**src/rtl/chain_dma.sv**
```systemverilog
module chain_dma #(
  parameter int LEN_W = 13
) (
  input  logic        clk,
  input  logic        rst_n,
  input  logic        reg_wr,
  input  logic [1:0]  reg_addr,
  input  logic [31:0] reg_wdata,
  output logic [31:0] reg_rdata,
  output logic        mem_req,
  output logic        mem_we,
  output logic [31:0] mem_addr,
  output logic [2:0]  mem_bytes,
  output logic [31:0] mem_wdata,
  input  logic [31:0] mem_rdata,
  input  logic        mem_ack,
  input  logic        mem_err,
  input  logic        dreq,
  output logic        irq
);
  typedef enum logic [2:0] {S_IDLE, S_FETCH, S_ARM, S_RD, S_WR, S_DONE} st_t;

  st_t              st_q;
  logic             run_q, inc_s_q, inc_t_q, flow_q, eirq_q;
  logic [2:0]       flg_q;
  logic [1:0]       widx_q, wcode_q, bcode_q;
  logic [31:0]      dptr_q, link_q, src_q, tgt_q, data_q;
  logic [LEN_W-1:0] len_q;
  logic [5:0]       bcnt_q, blen;
  logic [2:0]       wbytes, item;

  always_comb begin
    case (wcode_q)
      2'd1:    wbytes = 3'd1;
      2'd2:    wbytes = 3'd2;
      default: wbytes = 3'd4;
    endcase
    case (bcode_q)
      2'd2:    blen = 6'd16;
      2'd3:    blen = 6'd32;
      default: blen = 6'd8;
    endcase
    item = wbytes;
    if (len_q < LEN_W'(item)) item = len_q[2:0];
    if (bcnt_q < 6'(item)) item = bcnt_q[2:0];
  end

  assign mem_req   = (st_q == S_FETCH) || (st_q == S_RD) || (st_q == S_WR);
  assign mem_we    = (st_q == S_WR);
  assign mem_bytes = (st_q == S_FETCH) ? 3'd4 : item;
  assign mem_wdata = data_q;
  assign mem_addr  = (st_q == S_FETCH) ? {dptr_q[31:4], widx_q, 2'b00} :
                     (st_q == S_RD)    ? src_q : tgt_q;
  assign irq       = |flg_q;

  always_comb begin
    case (reg_addr)
      2'd0:    reg_rdata = {run_q, 22'd0, dreq, 4'd0, st_q == S_IDLE, flg_q};
      2'd1:    reg_rdata = dptr_q;
      2'd2:    reg_rdata = src_q;
      default: reg_rdata = tgt_q;
    endcase
  end

  always_ff @(posedge clk or negedge rst_n) begin
    if (!rst_n) begin
      st_q <= S_IDLE;   run_q <= 1'b0;   flg_q <= '0;
      widx_q <= '0;     wcode_q <= '0;   bcode_q <= '0;
      inc_s_q <= 1'b0;  inc_t_q <= 1'b0; flow_q <= 1'b0; eirq_q <= 1'b0;
      dptr_q <= '0;     link_q <= '0;    src_q <= '0;   tgt_q <= '0;
      data_q <= '0;     len_q <= '0;     bcnt_q <= '0;
    end else begin
      if (reg_wr && reg_addr == 2'd0) begin
        run_q <= reg_wdata[31];
        flg_q <= flg_q & ~reg_wdata[2:0];
        if (reg_wdata[31] && st_q == S_IDLE) begin
          st_q   <= S_FETCH;
          widx_q <= '0;
        end
      end
      if (reg_wr && reg_addr == 2'd1 && st_q == S_IDLE) dptr_q <= reg_wdata;

      if (mem_req && mem_err) begin
        flg_q[0] <= 1'b1;
        run_q    <= 1'b0;
        st_q     <= S_IDLE;
      end else begin
        case (st_q)
          S_FETCH: if (mem_ack) begin
            widx_q <= widx_q + 2'd1;
            case (widx_q)
              2'd0: link_q <= mem_rdata;
              2'd1: src_q  <= mem_rdata;
              2'd2: tgt_q  <= mem_rdata;
              default: begin
                inc_s_q <= mem_rdata[31];
                inc_t_q <= mem_rdata[30];
                flow_q  <= mem_rdata[29] | mem_rdata[28];
                eirq_q  <= mem_rdata[21];
                bcode_q <= mem_rdata[17:16];
                wcode_q <= mem_rdata[15:14];
                len_q   <= mem_rdata[LEN_W-1:0];
                bcnt_q  <= '0;
                if (mem_rdata[22]) flg_q[1] <= 1'b1;
                st_q    <= S_ARM;
              end
            endcase
          end
          S_ARM: begin
            if (!run_q)                st_q <= S_IDLE;
            else if (len_q == '0)      st_q <= S_DONE;
            else if (bcnt_q != '0)     st_q <= S_RD;
            else if (!flow_q || dreq) begin
              bcnt_q <= blen;
              st_q   <= S_RD;
            end
          end
          S_RD: if (mem_ack) begin
            data_q <= mem_rdata;
            st_q   <= S_WR;
          end
          S_WR: if (mem_ack) begin
            if (inc_s_q) src_q <= src_q + 32'(item);
            if (inc_t_q) tgt_q <= tgt_q + 32'(item);
            len_q  <= len_q - LEN_W'(item);
            bcnt_q <= bcnt_q - 6'(item);
            st_q   <= S_ARM;
          end
          S_DONE: begin
            if (eirq_q) flg_q[2] <= 1'b1;
            if (link_q[0]) run_q <= 1'b0;
            if (link_q[0] || !run_q) st_q <= S_IDLE;
            else begin
              dptr_q <= link_q;
              widx_q <= '0;
              st_q   <= S_FETCH;
            end
          end
          default: ;
        endcase
      end
    end
  end

  assert_req_stable_R13: assert property (@(posedge clk) disable iff (!rst_n)
    mem_req && !mem_ack && !mem_err |=> mem_req && $stable(mem_addr) && $stable(mem_we));

  assert_err_halt_R9: assert property (@(posedge clk) disable iff (!rst_n)
    mem_req && mem_err |=> st_q == S_IDLE && !run_q && flg_q[0]);

  assert_len_step_R5: assert property (@(posedge clk) disable iff (!rst_n)
    mem_req && mem_we && mem_ack && !mem_err |=> len_q == $past(len_q) - LEN_W'($past(mem_bytes)));

  assert_stop_link_R7: assert property (@(posedge clk) disable iff (!rst_n)
    st_q == S_DONE && link_q[0] |=> st_q == S_IDLE && !run_q);

  assert_flow_wait_R6: assert property (@(posedge clk) disable iff (!rst_n)
    st_q == S_ARM && run_q && len_q != '0 && bcnt_q == '0 && flow_q && !dreq |=> !mem_req);
endmodule

```
**config.mk**
```make
export PLATFORM = sky130hd
export DESIGN_NAME = chain_dma
export DESIGN_NICKNAME = d
export VERILOG_FILES = /design/src/rtl/chain_dma.sv
export SDC_FILE = /design/constraint.sdc
export NUM_CORES = 1
export LEC_CHECK = 0
export CAP_MARGIN = 20
export CORE_MARGIN = 5
export CORE_UTILIZATION = 47
export DETAILED_ROUTE_END_ITERATION = 7
export PLACE_DENSITY = 0.73
export SLEW_MARGIN = 10
export SYNTH_ARGS = -nofsm -noshare
export SYNTH_HDL_FRONTEND = slang
export SYNTH_SLANG_ARGS = --single-unit
```
**constraint.sdc**
```tcl
create_clock -name clk -period 4.3 [get_ports clk]
set_input_delay 1.29 -clock clk [delete_from_list [all_inputs] [get_ports clk]]
set_output_delay 1.29 -clock clk [all_outputs]
set_load 0.05 [all_outputs]
```
# Word level (Yosys, flattened, before mapping)
# Index checks and enable logic that the tools add are counted.
# totals
register_bits,196
input_bits,72
output_inout_bits,102
wordCells,148
# classes
addsub,5
magnitude_cmp,2
n_eq_ne,24
mux,66
n_bitwise,5
reduce_logical,28
# op_table
operator,count
32-bit two-way mux,14
32-bit case mux with 2 select lines,2
32-bit case mux with 3 select lines,1
32-bit by 3-bit adder with 32-bit output,2
3-bit two-way mux,15
6-bit two-way mux,7
13-bit two-way mux,3
13-bit case mux with 2 select lines,1
6-bit case mux with 3 select lines,1
3-bit case mux with 5 select lines,1
13-bit logical NOT,1
13-bit by 3-bit < comparator with 1-bit output,1
13-bit by 3-bit subtractor with 13-bit output,1
1-bit two-way mux,12
2-bit two-way mux,6
2-bit != test (second input constant),6
6-bit case mux with 2 select lines,1
6-bit AND reduction,2
2-bit == test (second input constant),5
2-bit by 1-bit != test with 1-bit output (second input constant),5
9-bit AND reduction,1
4-bit AND reduction,2
2-bit by 1-bit == test with 1-bit output (second input constant),3
3-bit by 2-bit == test with 1-bit output (second input constant),2
22 further kinds,35

# Longest topological paths before layout
# Gate-level depths: netlist (run 1).
# logic_depth
ltp_word,10
ltp_mapped,20

# Worst setup path before layout (run 1)
# OpenSTA, ideal clock, no wires.
# synth_timing
path_type,register -> register
from,register wcode_q[0]
to,register src_q[28]
arrival_ns,4.049
path_slack_ns,0.115
stages_incl_launch_ff,19
path_buffers,0
period_less_slack_ns,4.185
cell_sequence,dfrtp_1 -> inv_1 -> ha_1 -> inv_1 -> ha_1 -> a21oi_1 -> o21ai_1 -> nor2_1 -> a21o_1 -> o21ai_0 -> a21oi_1 -> mux2i_1 -> ha_1 -> inv_1 -> fa_1 -> maj3_2 -> or3_4 -> o311ai_1 -> nand3_1
# synth_via
elab_chain_cells,10
word_cells_on_any_way,11
classes_between,add/sub (1); order compare (2); eq/ne (2); mux (6)
# synth_lines
item,line,source
start: declaration,26,"logic [1:0] widx_q, wcode_q, bcode_q;"
start signal: assignment,101,wcode_q <= mem_rdata[15:14];
2-bit == test or 2-bit by 1-bit == test with 1-bit output (tied branches),33,case (wcode_q)
3-bit case mux with 2 select lines (*),33,
13-bit by 3-bit < comparator with 1-bit output,44,if (len_q < LEN_W'(item)) item = len_q[2:0];
3-bit two-way mux (*),44,
6-bit by 3-bit < comparator with 1-bit output,45,if (bcnt_q < 6'(item)) item = bcnt_q[2:0];
3-bit two-way mux (*),45,
32-bit by 3-bit adder with 32-bit output (*),123,if (inc_s_q) src_q <= src_q + 32'(item);
32-bit two-way mux (*),123,
32-bit two-way mux (*),122,S_WR: if (mem_ack) begin
32-bit case mux with 2 select lines (*),88,case (st_q)
end signal: assignment,93,2'd1: src_q <= mem_rdata;
end signal: assignment,123,
end: declaration,27,"logic [31:0] dptr_q, link_q, src_q, tgt_q, data_q;"
# Every way passes the cells marked *; elsewhere a longest branch is shown, timed or not. The select of a mux whose other input is x is not followed.
# A chain may end at the register's enable or synchronous reset.

# Worst setup path after layout (run 1)
# layout_timing
from,register wcode_q[1]
to,output port mem_bytes[0]
# layout_via
elab_chain_cells,7
word_cells_on_any_way,8
classes_between,order compare (2); eq/ne (2); mux (4)
# layout_lines
item,line,source
2-bit == test or 2-bit by 1-bit == test with 1-bit output (tied branches),33,
3-bit case mux with 2 select lines (*),33,
13-bit by 3-bit < comparator with 1-bit output,44,
3-bit two-way mux (*),44,
6-bit by 3-bit < comparator with 1-bit output,45,
3-bit two-way mux (*),45,
3-bit two-way mux (*),50,assign mem_bytes = (st_q == S_FETCH) ? 3'd4 : item;
end: declaration,13,"output logic [2:0] mem_bytes,"
# Every way passes the cells marked *; elsewhere a longest branch is shown, timed or not.

==> metrics.md, run 1 <==
| Metric | Value |
|---|---|
| PD cells | `819 nW/µm²` |
| Vias/cell | `approximately 6.2` |
| Routability congestion estimate | `between 0.9 and 1` |
| CTS buffer count | `17` |
| Worst clock skew | `0.0134 ns` |
| # rows | `58` |
| Leading area contributor after synthesis | `dfrtp_1` |
| P&R area growth vs syn | `30.4%` |
| Clock slew at reported path FFs | `0.08 ns` |
| Crit-path max FO | `4` |
| DRC violations left | `0` |
| Initial Utilization | `0.477` |
| Power consumption | `between 10 and 15 mW` |
| Clock tree buffer depth | `2` |
| Final Max Slew Viols | `0` |
| Hold_ws | `0.480 ns` |
| Largest net degree at the start of global routing | `between 80 and 90` |
| GR Util met3 | `0.0473` |
| Synth top area share | `0.410` |
| Nets | `1,545` |
| Register area share after synthesis | `0.410` |
| Setup crit start kind | `flop` |
| Fin crit share | `0.998` |
| CTS tree | `yes` |
| Slew headroom | `0.486` |
| Ys Warns | `0` |
| Status | `completed` |
| Post-synthesis instance total | `1,273` |
| CTS Root Cell | `clkbuf_16` |
| Fmax | `233 MHz` |
| Core area | `between 20,000 and 30,000 µm²` |
| Diode count | `0` |
| TNS Setup | `0 ns` |
| Global-route usage over all layers | `0.269` |
| Count of clock tree sinks | `approximately 200` |
| Worst skew pair latency | `0.44 ns` |
| Grt peak-use layer | `met2` |
| # hold bufs at CTS | `0` |
| Tmin final | `4.29 ns` |
| Hold crit path type | `flop to flop` |
| Post-Syn Area | `roughly 12,000 µm²` |
| Average wire per standard cell | `21.7 µm` |
| Cell area after layout | `15,600 µm²` |
| Total iterations of the first detailed-routing run | `6` |
| VDD IR max | `between 0.0005 and 0.0006 V` |
| Vias in the first global route | `approximately 11,000` |
| Critical path's slowest cell | `dfrtp_1` |
| Reg area | `4910 µm²` |
| Post-synth cell types | `81` |
| Initial antenna violation count | `0` |
| Pleak | `6.39 nW` |
| Post-synth EDFFs | `0` |
| Initial DRC count | `1,345` |
| CP Class | `flop to output port` |
| Ys async rst share | `1.00` |
| Number of I/O port buffers | `~170` |
| Required time of the worst setup path | `around 3.0 ns` |
| Post-synth top flop | `dfrtp_1` |
| Synthesized Nets | `1,363` |
| Share of post-route cells with drive strength above 1 | `0.222` |
| RSZ-0062 raised after global routing | `true` |
| Setup crit end kind | `output port` |
| H-tree level count | `4` |
| Die X-Extent | `roughly 170 µm` |
| Final setup vio count | `0` |
| Fill cells | `2,090` |
| CP Cell Sequence | `ha_4, inv_2, ha_4, a21oi_4, o21a_1, buf_6, nand3_2, a21oi_2, o21ai_2, a21oi_2, mux2i_1, buf_4, and2_4, buf_12` |
| Final wirelength | `39,000 µm` |
| Post-DRT Antenna Nets | `0` |
| Crit path DAT | `3.00 ns` |
| Worst Tran Pin Value | `0.771 ns` |
| Slowest stage delay, CP | `0.42 ns` |
| # IOs | `around 170` |
| Dpl hpwl | `27,900 µm` |
| Global-route wire length before repair | `62,000 µm` |
| Grt met2 use | `0.429` |
| Chip height | `roughly 170 µm` |
| Max-cap viol count | `0` |
| Register bit total from synthesis | `between 150 and 200` |
| Placed cell areas | `14,800 µm²` |
| GRT overflow | `0` |
| Synth Area per Inst | `9.40 µm²` |
| Met1 usage | `0.374` |
| Multi-input logic area | `6810 µm²` |
| Die area | `approximately 29,000 µm²` |
| Vias post-DR | `~11,000` |
| Synth top area cells | `dfrtp_1, mux2_2, mux2i_1` |
| Hold Violations, Final | `0` |
[sequential cells by signal, indices dropped and copies added, names as in the netlist, 2 cells and up]
name	flops
flg_q	3
src_q	32
link_q	32
tgt_q	32
mem_wdata	32
widx_q	2
len_q	13
bcode_q	2
wcode_q	2
st_q	3
dptr_q	32
bcnt_q	6
[per-layer routing]
metal | routed length, µm | vias to the layer above
met5 | 0 | -
met4 | 1070 | 0
met3 | 2720 | 84
met2 | 18500 | 532
li1 | - | 5082
met1 | 16700 | 5427
[repair_timing]
action,in CTS,in global routing
endpoints found under the setup margin,4,31
gates resized for setup,16,37
pin swaps,8,13
endpoints found under the hold margin,0,0
buffers inserted,5,2
[synth_stat cells (6+ instances only)]
cell type  instances
nor2_1            73
nor2b_1            9
nor4_1             8
o31ai_1            8
o211ai_1           7
o21ai_0          118
mux4_2             6
nand2_1          138
o21a_1             6
o22ai_1           13
mux2_2            95
a2bb2oi_1         10
ha_1              16
nor3_1            22
mux2i_1           64
nand3_1           41
a21oi_1           87
a22o_1            29
o2bb2ai_1          9
nand2b_1           7
nand4_1            8
and2_1             9
buf_2             13
inv_1             29
and3_1            21
dfrtp_1          196
a31oi_1           18
clkbuf_1          68
o22a_1            16
buf_1             12
a22oi_1            7
[placed cells by master (no fill, tap or decap), drive strengths merged, types with 6 or more instances in the layout]
cell	count
o2bb2ai	9
clkbuf	19
nand3	41
mux2i	64
o22a	16
dfrtp	196
ha	16
clkdlybuf4s50	135
nand4	9
maj3	9
mux2	95
a21oi	89
a22o	29
buf	120
and3	21
nand2b	7
inv	35
nor2	73
nor2b	9
nand2	138
nor3	25
o21a	7
o21ai	121
a2bb2oi	10
and2	11
a31oi	18
o31ai	8
or3	6
o22ai	13
o211ai	7
mux4	6
a22oi	7
nor4	10
[worst max-delay path, delay by kind of cell (launching register included)]
kind	cells	cell delay, ns
flops	1	0.42
mux	1	0.20
fa+ha+maj	2	0.51
simple gates	2	0.23
compound gates	5	0.77
buf+inv	4	0.44
[final timing paths]
path | start | end | slack, ns | cells after the start
setup / recovery | wcode_q[1] | mem_bytes[0] | 0.01 | 14
hold / removal | link_q[21] | dptr_q[21] | 0.48 | 2
setup reg to reg | wcode_q[1] | src_q[28] | 0.10 | 20
hold reg to reg | link_q[21] | dptr_q[21] | 0.48 | 2
max in group asynchronous | rst_n | tgt_q[10] | 2.45 | 2
min in group asynchronous | rst_n | bcnt_q[2] | 0.92 | 1
[logic make-up after synthesis]
kind of cell,share of synthesized area
buffers and inverters,0.0396
xor gates and xnor gates,0.00512
DFF,0.410
AOI/OAI and AO/OA,0.210
and+or+nand+nor,0.153
muxes,0.154
adders and majority gates,0.0282
[through the flow]
step	setup WS, ns	instances	utilization
final	0.00972	1797	0.622
after global routing	-0.161	1797	0.622
after CTS	0.000126	1795	0.615
after detailed placement	0.0377	1760	0.589
after global placement	0.0924	1760	0.589
after floorplan	0.115	1273	-
[power by group]
part	total (mW)	internal, mW	switching [mW]
logic	7.58	3.22	4.36
registers	3.64	2.69	0.954
clock network	1.57	0.776	0.792
[area by class of cell]
| cell class | instances | share of cell area |
|---|---|---|
| clock inverter | 13 | 0.00729 |
| multi-input combinational | 955 | 0.436 |
| inverter | 29 | 0.00705 |
| timing repair buffer | 256 | 0.180 |
| sequential | 196 | 0.314 |
| tap | 330 | 0.0264 |
| clock buffer | 18 | 0.0281 |
Note: power is estimated with default switching activity, not from simulation.
==> run 2, diff against run 1 <==
REMOVE_ABC_BUFFERS = 1   (was default)
==> run 2 against run 1 <==
Hold slack worse by 0.0049 ns. Core utilization is 0.12 points lower. Clock power is 3% higher. Largest power group unchanged.
==> metrics.md, run 2 (synthesis results as in run 1) <==
| Metric | Value |
|---|---|
| Worst Tran Pin Value | `0.818 ns (+0.0472 ns)` |
| Chip height | `170 µm (unchanged)` |
| Initial antenna violation count | `0 (unchanged)` |
| Global-route wire length before repair | `62,400 µm (+0.70%)` |
| Final Max Slew Viols | `0 (unchanged)` |
| Core area | `25,100 µm² (unchanged)` |
| Pleak | `6.37 nW (-0.31%)` |
| Fin crit share | `0.996 (-0.00142)` |
| Crit path buf inv count | `4 (unchanged)` |
| Number of I/O port buffers | `173 (unchanged)` |
| Most frequent cells in the layout | `dfrtp_1, nand2_1, clkdlybuf4s50_1` |
| Fmax | `233 MHz (+0.14%)` |
| Vias in the first global route | `11,000 (-0.17%)` |
| Dpl hpwl | `28,200 µm (+1.1%)` |
| Initial Utilization | `0.477 (unchanged)` |
| Nets | `1,545 (unchanged)` |
| RSZ-0062 raised after global routing | `true` |
| Die X-Extent | `170 µm (unchanged)` |
| Global-route usage over all layers | `0.272 (+0.00350)` |
| Required time of the worst setup path | `3.01 ns (about the same)` |
| Die area | `28,800 µm² (unchanged)` |
| Power Internal | `6.62 mW (-0.88%)` |
| Setup ws final | `0.0158 ns (+0.00610 ns)` |
| Critical path's slowest cell | `dfrtp_1` |
| VDD IR max | `0.000589 V (+14%)` |
| Clock slew at reported path FFs | `0.08 ns (about the same)` |
| Sw power | `6.14 mW (+0.59%)` |
| Clock tree buffer depth | `2 (unchanged)` |
| Total iterations of the first detailed-routing run | `7 (+1)` |
| Post-DRT Antenna Nets | `0 (unchanged)` |
| Status | `completed` |
| H-tree level count | `4 (unchanged)` |
| Sw Ratio | `0.481 (+0.00366)` |
| P&R area growth vs syn | `30.2%` |
| Setup crit end kind | `output port` |
| Top delay family on crit path | `compound AO/OA/AOI/OAI gates` |
| Crit path DAT | `2.99 ns (about the same)` |
| Initial DRC count | `1,116 (-17%)` |
| CTS buffer count | `17 (unchanged)` |
| Place WS | `0.00774 ns (-0.0299 ns)` |
| Slew headroom | `0.455 (-0.0315)` |
| DRC violations left | `0 (unchanged)` |
| Vias/cell | `6.25 (+0.91%)` |
| Worst skew pair latency | `0.45 ns (about the same)` |
| CTS tree | `yes` |
| Crit-path max FO | `3 (-1)` |
| Final wirelength | `39,800 µm (+2.0%)` |
| Diode count | `0 (unchanged)` |
| Leading cell type in the layout, fill and taps excluded | `dfrtp_1` |
| Comb pwr share | `0.586 (-0.007)` |
| CP Class | `flop to output port` |
| Max-cap viol count | `0 (unchanged)` |
| Vias post-DR | `11,200 (+0.96%)` |
| Tmin final | `4.28 ns (-0.00610 ns)` |
| # IOs | `174 (unchanged)` |
| Hold crit path type | `flop to flop` |
| CP Cell Sequence | `ha_4, inv_4, ha_4, a21oi_4, o21a_4, buf_6, nand3_2, a21oi_2, o21ai_2, a21oi_2, mux2i_1, buf_4, and2_4, buf_12` |
| # rows | `58 (unchanged)` |
| Placed cell areas | `14,800 µm² (-0.27%)` |
| CTS Root Cell | `clkbuf_16` |
| Setup crit start kind | `flop` |
| Clock share of power | `0.126 (+0.003)` |
| Hold_ws | `0.475 ns (-0.00493 ns)` |
| Count of clock tree sinks | `196 (unchanged)` |
| Routability congestion estimate | `0.964 (+6.9%)` |
| Core Util, Final | `0.621 (-0.00120)` |
| Worst clock skew | `0.0126 ns (-0.000828 ns)` |
| GRT overflow | `0 (unchanged)` |
| # hold bufs at CTS | `0 (unchanged)` |
| Hold Violations, Final | `0 (unchanged)` |
| PD cells | `819 nW/µm² (about the same)` |
| Share of post-route cells with drive strength above 1 | `0.219 (-0.00356)` |
| Largest net degree at the start of global routing | `114 (+28%)` |
| Final setup vio count | `0 (unchanged)` |
| Cell area after layout | `15,600 µm² (-0.19%)` |
| Average wire per standard cell | `22.1 µm (+1.9%)` |
| Share of power burned in registers | `0.288 (+0.003)` |
| Slowest stage delay, CP | `0.42 ns (about the same)` |
run 2: metal layers:
| layer | wire, µm | global-route usage |
|---|---|---|
| met1 | 16300 | 0.366 |
| met3 | 3330 | 0.0566 |
| met2 | 19200 | 0.450 |
| met4 | 964 | 0.0756 |
| met5 | 0 | 0 |
run 2: area by class of cell:
cell class,instances,area [µm²]
repair buffers,256,2780
clock buffers,18,439
clock inverters,14,135
fillers,2096,9530
well taps,330,413
inverters,29,113
flip-flops and latches,196,4910
multi-input cells,955,6800
run 2: worst min-delay path: stages (launching register included):
cell	delay (ns)
dfrtp_1	0.34
nand2_1	0.04
o21ai_0	0.06
run 2: path summary, 6_finish.rpt:
kind	to	cells past startpoint	slack, ns	from
worst min register to register	dptr_q[2]	2	0.48	link_q[2]
max in group asynchronous	tgt_q[21]	2	2.53	rst_n
worst max-delay path	mem_bytes[0]	14	0.02	wcode_q[1]
min in group asynchronous	bcnt_q[3]	1	0.87	rst_n
worst max register to register	src_q[28]	20	0.11	wcode_q[1]
worst min-delay path	dptr_q[2]	2	0.48	link_q[2]
run 2: per-stage QoR:
step | power [mW] | setup TNS (ns) | instances
6_report | 12.8 | 0 | 1798
5_1_grt | 13.4 | -0.379 | 1798
4_1_cts | 12.5 | 0 | 1794
3_5_place_dp | 10.8 | 0 | 1758
3_3_place_gp | 10.7 | 0 | 1758
2_1_floorplan | 7.84 | -112.39 | 1180
run 2: repair_timing:
action | 4_1_cts | 5_1_grt
resized for setup | 11 | 29
buffers inserted | 4 | 4
hold endpoints to repair | 0 | 0
setup endpoints to repair | 7 | 38
pin swaps | 6 | 10
run 2: power groups by stage:
stage	sequential, mW	combinational, mW	clock (mW)
floorplan	3.89	3.94	0
global placement	3.60	7.06	0
detailed placement	3.66	7.17	0
CTS	3.63	7.29	1.62
global route	3.79	7.93	1.70
finish	3.67	7.48	1.61
